==> config.mk <==
export PLATFORM = sky130hd
export DESIGN_NAME = shared_grant_arbiter
export DESIGN_NICKNAME = d
export VERILOG_FILES = /design/src/rtl/arb_pkg.sv /design/src/rtl/arb_prio_pick.sv /design/src/rtl/arb_owner_fsm.sv /design/src/rtl/arb_grant_reg.sv /design/src/rtl/shared_grant_arbiter.sv
export SDC_FILE = /design/constraint.sdc
export NUM_CORES = 1
export LEC_CHECK = 0
export BUFFER_PORTS_ARGS = -buffer_cell sky130_fd_sc_hd__buf_4
export CORE_AREA = 4 4 41 43
export DETAILED_ROUTE_END_ITERATION = 6
export DIE_AREA = 0 0 45 47
export PLACE_DENSITY_LB_ADDON = 0.05
export RECOVER_POWER = 25
export SLEW_MARGIN = 25
export SYNTH_ARGS = -nofsm -noshare
export SYNTH_HDL_FRONTEND = slang
export SYNTH_HIERARCHICAL = 1
export SYNTH_SLANG_ARGS = --single-unit
export TNS_END_PERCENT = 20
==> constraint.sdc <==
create_clock -name clk -period 2.27 [get_ports clk]
set_clock_uncertainty 0.2 [all_clocks]
set_input_delay 0.454 -clock clk [delete_from_list [all_inputs] [get_ports clk]]
set_output_delay 0.454 -clock clk [all_outputs]
set_load 0.02 [all_outputs]
==> src/rtl/arb_pkg.sv <==
package arb_pkg;
  localparam int NUM_REQ = 3;

  // decision taken by the owner FSM in one cycle
  typedef enum logic [1:0] {
    ACT_STAY_IDLE = 2'd0,
    ACT_CLAIM     = 2'd1,
    ACT_HOLD      = 2'd2,
    ACT_RELEASE   = 2'd3
  } arb_act_t;
endpackage

==> src/rtl/arb_prio_pick.sv <==
module arb_prio_pick #(
  parameter int N = 3
) (
  input  logic [N-1:0] req_i,
  output logic [N-1:0] pick_o
);
  // seen[i] is high when some bit below i is requesting
  logic [N:0] seen;
  assign seen[0] = 1'b0;

  for (genvar i = 0; i < N; i++) begin : g_bit
    assign pick_o[i]  = req_i[i] & ~seen[i];
    assign seen[i+1]  = seen[i] | req_i[i];
  end
endmodule

==> src/rtl/arb_owner_fsm.sv <==
module arb_owner_fsm
  import arb_pkg::*;
#(
  parameter int N  = 3,
  parameter int OW = 2
) (
  input  logic          clk,
  input  logic          rst,
  input  logic [N-1:0]  req_i,
  input  logic [N-1:0]  pick_i,
  output logic          busy_d,
  output logic [OW-1:0] owner_d
);
  logic          busy_q;
  logic [OW-1:0] owner_q;
  logic [OW-1:0] pick_idx;
  arb_act_t      act;

  // one-hot pick to index
  always_comb begin
    pick_idx = '0;
    for (int i = 0; i < N; i++) begin
      if (pick_i[i]) pick_idx = OW'(i);
    end
  end

  always_comb begin
    if (!busy_q) act = (|req_i) ? ACT_CLAIM : ACT_STAY_IDLE;
    else         act = req_i[owner_q] ? ACT_HOLD : ACT_RELEASE;
  end

  always_comb begin
    busy_d  = busy_q;
    owner_d = owner_q;
    case (act)
      ACT_CLAIM:   begin busy_d = 1'b1; owner_d = pick_idx; end
      ACT_RELEASE: begin busy_d = 1'b0; owner_d = '0;       end
      default:     ;
    endcase
  end

  always_ff @(posedge clk) begin
    if (rst) begin
      busy_q  <= 1'b0;
      owner_q <= '0;
    end else begin
      busy_q  <= busy_d;
      owner_q <= owner_d;
    end
  end
endmodule

==> src/rtl/arb_grant_reg.sv <==
module arb_grant_reg #(
  parameter int N  = 3,
  parameter int OW = 2
) (
  input  logic          clk,
  input  logic          rst,
  input  logic          busy_d,
  input  logic [OW-1:0] owner_d,
  output logic [N-1:0]  gnt_o
);
  for (genvar i = 0; i < N; i++) begin : g_gnt
    always_ff @(posedge clk) begin
      if (rst) gnt_o[i] <= 1'b0;
      else     gnt_o[i] <= busy_d && (owner_d == OW'(i));
    end
  end
endmodule

==> src/rtl/shared_grant_arbiter.sv <==
module shared_grant_arbiter #(
  parameter int N_REQ = arb_pkg::NUM_REQ
) (
  input  logic             clk,
  input  logic             rst,
  input  logic [N_REQ-1:0] req_i,
  output logic [N_REQ-1:0] gnt_o
);
  localparam int OWNER_W = (N_REQ > 1) ? $clog2(N_REQ) : 1;

  logic [N_REQ-1:0]   pick;
  logic               busy_d;
  logic [OWNER_W-1:0] owner_d;

  arb_prio_pick #(.N(N_REQ)) u_pick (
    .req_i  (req_i),
    .pick_o (pick)
  );

  arb_owner_fsm #(.N(N_REQ), .OW(OWNER_W)) u_fsm (
    .clk     (clk),
    .rst     (rst),
    .req_i   (req_i),
    .pick_i  (pick),
    .busy_d  (busy_d),
    .owner_d (owner_d)
  );

  arb_grant_reg #(.N(N_REQ), .OW(OWNER_W)) u_gnt (
    .clk     (clk),
    .rst     (rst),
    .busy_d  (busy_d),
    .owner_d (owner_d),
    .gnt_o   (gnt_o)
  );
endmodule

# After elaboration in Yosys (flattened, before gate mapping)

Index checks and enable logic that the tools add are counted.

Flip-flop bits (word level): 6
Latch bits: 0
RAM bits: 0
Bits in read-only memories: 0
Input port bits: 5
Output and inout port bits: 3
Word-level logic and storage cells: 29
Memories kept: 0

$add $sub $neg: 0
Multiply operators: 0
Div/mod/pow operators: 0
Magnitude comparators: 1
Equal/unequal tests: 4
Shift operators: 0
Mux-type cells: 9
Bitwise operators: 5
Reduce and logical (&&, ||, !) cells: 5

Operators by type and width:

| kind               | number |
|---|---|
| $eq 2x1->1 const B | 2 |
| $eq 2x2->1 const B | 2 |
| $mux 1             | 4 |
| $mux 2             | 2 |
| $pmux 2 s2         | 1 |
| $logic_and 1x1->1  | 3 |
| $lt 2x3->1 const B | 1 |
| $reduce_or 3->1    | 1 |
| $and 1x1->1        | 2 |
| $bmux 1 s2         | 1 |
| $logic_not 2->1    | 1 |
| $not 1->1          | 2 |
| $pmux 1 s2         | 1 |
| $or 1x1->1         | 1 |

# Longest topological paths before layout

Depth in word-level cells: 8
Depth in mapped cells: 4
Depth with buffers taken out: 4

# By module

The synthesis kept the hierarchy.

Modules (own cells, without submodules):

| module        | instances | cells each | area an instance (um^2) | sequential area each (um^2) |
|---|---|---|---|---|
| arb_owner_fsm | 1         | 22         | 178.9                   | 60.1 |
| arb_grant_reg | 1         | 6          | 100.1                   | 60.1 |
| arb_prio_pick | 1         | 3          | 26.3                    | 0.0 |

# Worst setup path before layout

Ideal clock, no wire load.

Path type: input-to-reg
Start: input port req_i[2]
End: register u_gnt.gnt_o[2]
Library setup time: 0.117 ns
Data arrival time: 1.451 ns
Data required time: 1.953 ns
Slack: 0.501 ns
Stages on the path: 4
Path buffers: 0
Cell sequence: nor3b_2 > or4b_1 > nand3_1 > and4bb_2

Cells in the longest elaborated chain, start to end: 8
Elaborated cells on any way between the ends: 14
Those cells by class: 3 x eq/ne; 8 x mux; 1 x bitwise; 2 x reduce/logical

Ends and longest elaborated chain:

| item                                     | line                       | source |
|---|---|---|
| start, declared                          | shared_grant_arbiter.sv:6  | `input logic [N_REQ-1:0] req_i,` |
| $bmux 1 s2                               | arb_owner_fsm.sv:29        | `else act = req_i[owner_q] ? ACT_HOLD : ACT_RELEASE;` |
| $mux 1 (implied by the code)             | arb_owner_fsm.sv:29        |  |
| $mux 1                                   | arb_owner_fsm.sv:29        |  |
| $mux 2                                   | arb_owner_fsm.sv:28        | `if (!busy_q) act = (\|req_i) ? ACT_CLAIM : ACT_STAY_IDLE;` |
| $eq 2x2->1 or $eq 2x1->1 (tied branches) | arb_owner_fsm.sv:35        | `case (act)` |
| $pmux 2 s2 *                             | arb_owner_fsm.sv:35        |  |
| via owner_d[0]                           | shared_grant_arbiter.sv:13 | `logic [OWNER_W-1:0] owner_d;` |
| $eq 2x2->1 *                             | arb_grant_reg.sv:14        | `else gnt_o[i] <= busy_d && (owner_d == OW'(i));` |
| $logic_and 1x1->1 *                      | arb_grant_reg.sv:14        |  |
| end signal, assigned by index            | arb_grant_reg.sv:14        |  |
| end, declared                            | arb_grant_reg.sv:9         | `output logic [N-1:0] gnt_o` |

The timed path passes the listed nets; every way through them passes the cells marked *. The select of a mux whose other input is x is not followed.
A chain may end at the register's enable or synchronous reset.

# Final worst setup path

Start: input port req_i[2]
End: register u_gnt.gnt_o[2]

Elaborated cells on any way between the ends: 14
Those cells by class: 3 x eq/ne; 8 x mux; 1 x bitwise; 2 x reduce/logical

RTL lines:

| item              | line                       | source |
|---|---|---|
| $and 1x1->1       | arb_prio_pick.sv:12        | `assign pick_o[i] = req_i[i] & ~seen[i];` |
| via pick[2]       | shared_grant_arbiter.sv:11 | `logic [N_REQ-1:0] pick;` |
| $mux 2            | arb_owner_fsm.sv:23        | `if (pick_i[i]) pick_idx = OW'(i);` |
| $pmux 2 s2        | arb_owner_fsm.sv:35        |  |
| via owner_d[0]    | shared_grant_arbiter.sv:13 |  |
| $eq 2x2->1        | arb_grant_reg.sv:14        |  |
| $logic_and 1x1->1 | arb_grant_reg.sv:14        |  |

The timed path passes the listed nets, and every way through them passes these cells. The select of a mux whose other input is x is not followed.

==> summary.md <==
| Metric | Value |
|---|---|
| Final Hold Slack | ~220 ps |
| Leak Pwr | around 0.15 nW |
| Startpoint Class | input port |
| Total global-route track usage | between 7 and 8% |
| Clk slew on worst S/H paths | 50 ps |
| CP Max Fanout | 4 |
| Hold WC Path Type | input port to flop |
| Post-CTS Setup Inserts | 0 |
| Fillers | 148 |
| Critical Path Source | req_i[2] |
| DIE HEIGHT | between 40 and 50 um |
| Initial Util | between 20% and 30% |
| Slew @ Worst Pin | approximately 380 ps |
| TritonCTS buffer count | 3 |
| Worst reg2reg path depth | 3 |
| Cell depth of the worst hold path | 2 |
| Routed wire per std cell | 11.5 um |
| Netlist Area Pre-Place | between 200 and 300 um2 |
| Syn_nets | 35 |
| Setup crit end | u_gnt/gnt_o[2] |
| Worst setup path class | input port to flop |
| Largest net degree at the start of global routing | 10 |
| Max Root-Sink Buffers | 2 |
| Setup TNS | 0 ps |
| Relative slew margins | 74.2% |
| Final max-slew violation count | 0 |
| CP arrival | about 1700 ps |
| Synth warn | 6 |
| Initial antenna violation count | 0 |
| DR iter-0 viols | 5 |
| I/O Pins | 8 |
| Req. time, crit path | roughly 2200 ps |
| Total Routed Length | about 630 um |
| Post-CTS Resized | 0 |
| CTS tree | done |
| Total grt overflow | 0 |
| Core area | 1300 um2 |
| DRC violations left | 0 |
| Crit share post-route | between 70 and 80% |
| Via count | about 270 |
| Final ANT Viol Nets | 0 |
| Port bufs | 7 |
| Die area | about 2100 um2 |
| Row cnt | 13 |
| Post-placement cell count | 52 |
| Share of layout cells above drive strength 1 | a little over a third |
| Area delta synth->final | 30.3% |
| Nets | between 40 and 50 |
| Antenna Cells | 0 |
| Min cycle time layout | 1730 ps |
| Drt first pass iters | 4 |
| Max Freq | roughly 580 MHz |
| First-pass GRT wire length | ~1100 um |
| CP endpoint kind | flop |
| Cells after Synth | 30 |
| Pwr dens | approximately 640 nW/um2 |
| RSZ-0062 raised after global routing | no |
| R2R Setup Slk | about 620 ps |
| Synthesized area per cell | a little under 10 um2 |
| Die Width | about 45 um |
| GPL Wtd Cong | roughly 0.73 |
| Endpoints failing setup | 0 |
| CTS root buf | clkbuf_4 |
| Layout Cells excl Fill | 55 |
| Hold buffers post-CTS | 0 |
| Via density | between 4 and 5 |
| Reg-to-reg critical path startpoint | u_fsm/busy_q |
| Clk_lat worst skew | 240 ps |
| Reg2reg end | u_gnt/gnt_o[2] |
| Final Hold Fails | 0 |
| Status | finished, final reports clean |
| VDD IR max | slightly below 0.0002 V |
| # Max-Cap Violations | 0 |
| # H-tree levels | 1 |
| Vias in the first global route | about 260 |
| CTS sink cnt | 6 |
==> worst min-delay path by stage <==
stage               slack, ps        startpoint                to
floorplan                 300  u_fsm/owner_q[1]  u_fsm/owner_q[1]
global placement          340  u_fsm/owner_q[1]  u_fsm/owner_q[1]
detailed placement        360  u_fsm/owner_q[1]  u_fsm/owner_q[1]
CTS                       220               rst  u_fsm/owner_q[0]
global route              210               rst    u_gnt/gnt_o[0]
finish                    220               rst    u_gnt/gnt_o[0]
==> layout by cell type (no fill, tap or decap) <==
cell type,n
a211oi_1,1
a21oi_1,1
a2bb2oi_1,1
a31oi_1,2
and4bb_2,2
buf_4,6
clkbuf_1,1
clkbuf_4,3
dfxtp_1,6
inv_1,1
nand3_1,3
nand3b_1,2
nand4_1,1
nor2_1,1
nor2b_1,2
nor3_1,1
nor3b_2,1
nor4b_2,1
o21ai_0,1
or3_1,1
or3b_2,1
or4b_1,1
==> through the flow <==
stage                     utilization (%)  cell area [um2]  total power, W  setup slack, ps
after floorplan                         -              298        0.000140              501
after global placement               28.4              369        0.000156              315
after detailed placement             28.4              369        0.000157              292
after CTS                            30.1              392        0.000255              543
after global routing                 29.8              388        0.000267              489
final                                29.8              388        0.000250              540
==> registers in the layout, indices dropped and copies added, names as in the netlist <==
signal	cells
u_fsm/owner_q	2
u_fsm/busy_q	1
u_gnt/gnt_o	3
==> power breakdown <==
part	switching, W	internal [W]	leakage [nW]	total [W]
logic	0.0000182	0.0000200	0.0862	0.0000382
registers	0.00000536	0.000112	0.0492	0.000117
clock network	0.0000352	0.0000596	0.0138	0.0000948
total	0.0000588	0.000191	0.149	0.000250
==> routing by layer <==
metal  track usage (%)  share of wire [%]  vias to the layer above
met5                 0                  0                        -
met1              8.66                 41                      126
met2              10.7                 49                        9
li1                  -                  -                      139
met3              3.83                9.5                        0
met4              7.02                  0                        0
==> worst max-delay path: stages <==
cell	delay, ps
buf_4	120
nor3b_2	150
or4b_1	520
nand3_1	160
and4bb_2	240
==> layout make-up <==
cell class                 instances  area (um2)  share of cell area [%]
multi-input combinational         23         174                    44.8
sequential                         6         120                    31.0
timing repair buffer               7        48.8                    12.6
clock buffer                       3        22.5                    5.81
tap                               15        18.8                    4.84
inverter                           1        3.75                   0.968
No activity file was read; power rests on OpenSTA's default activity.
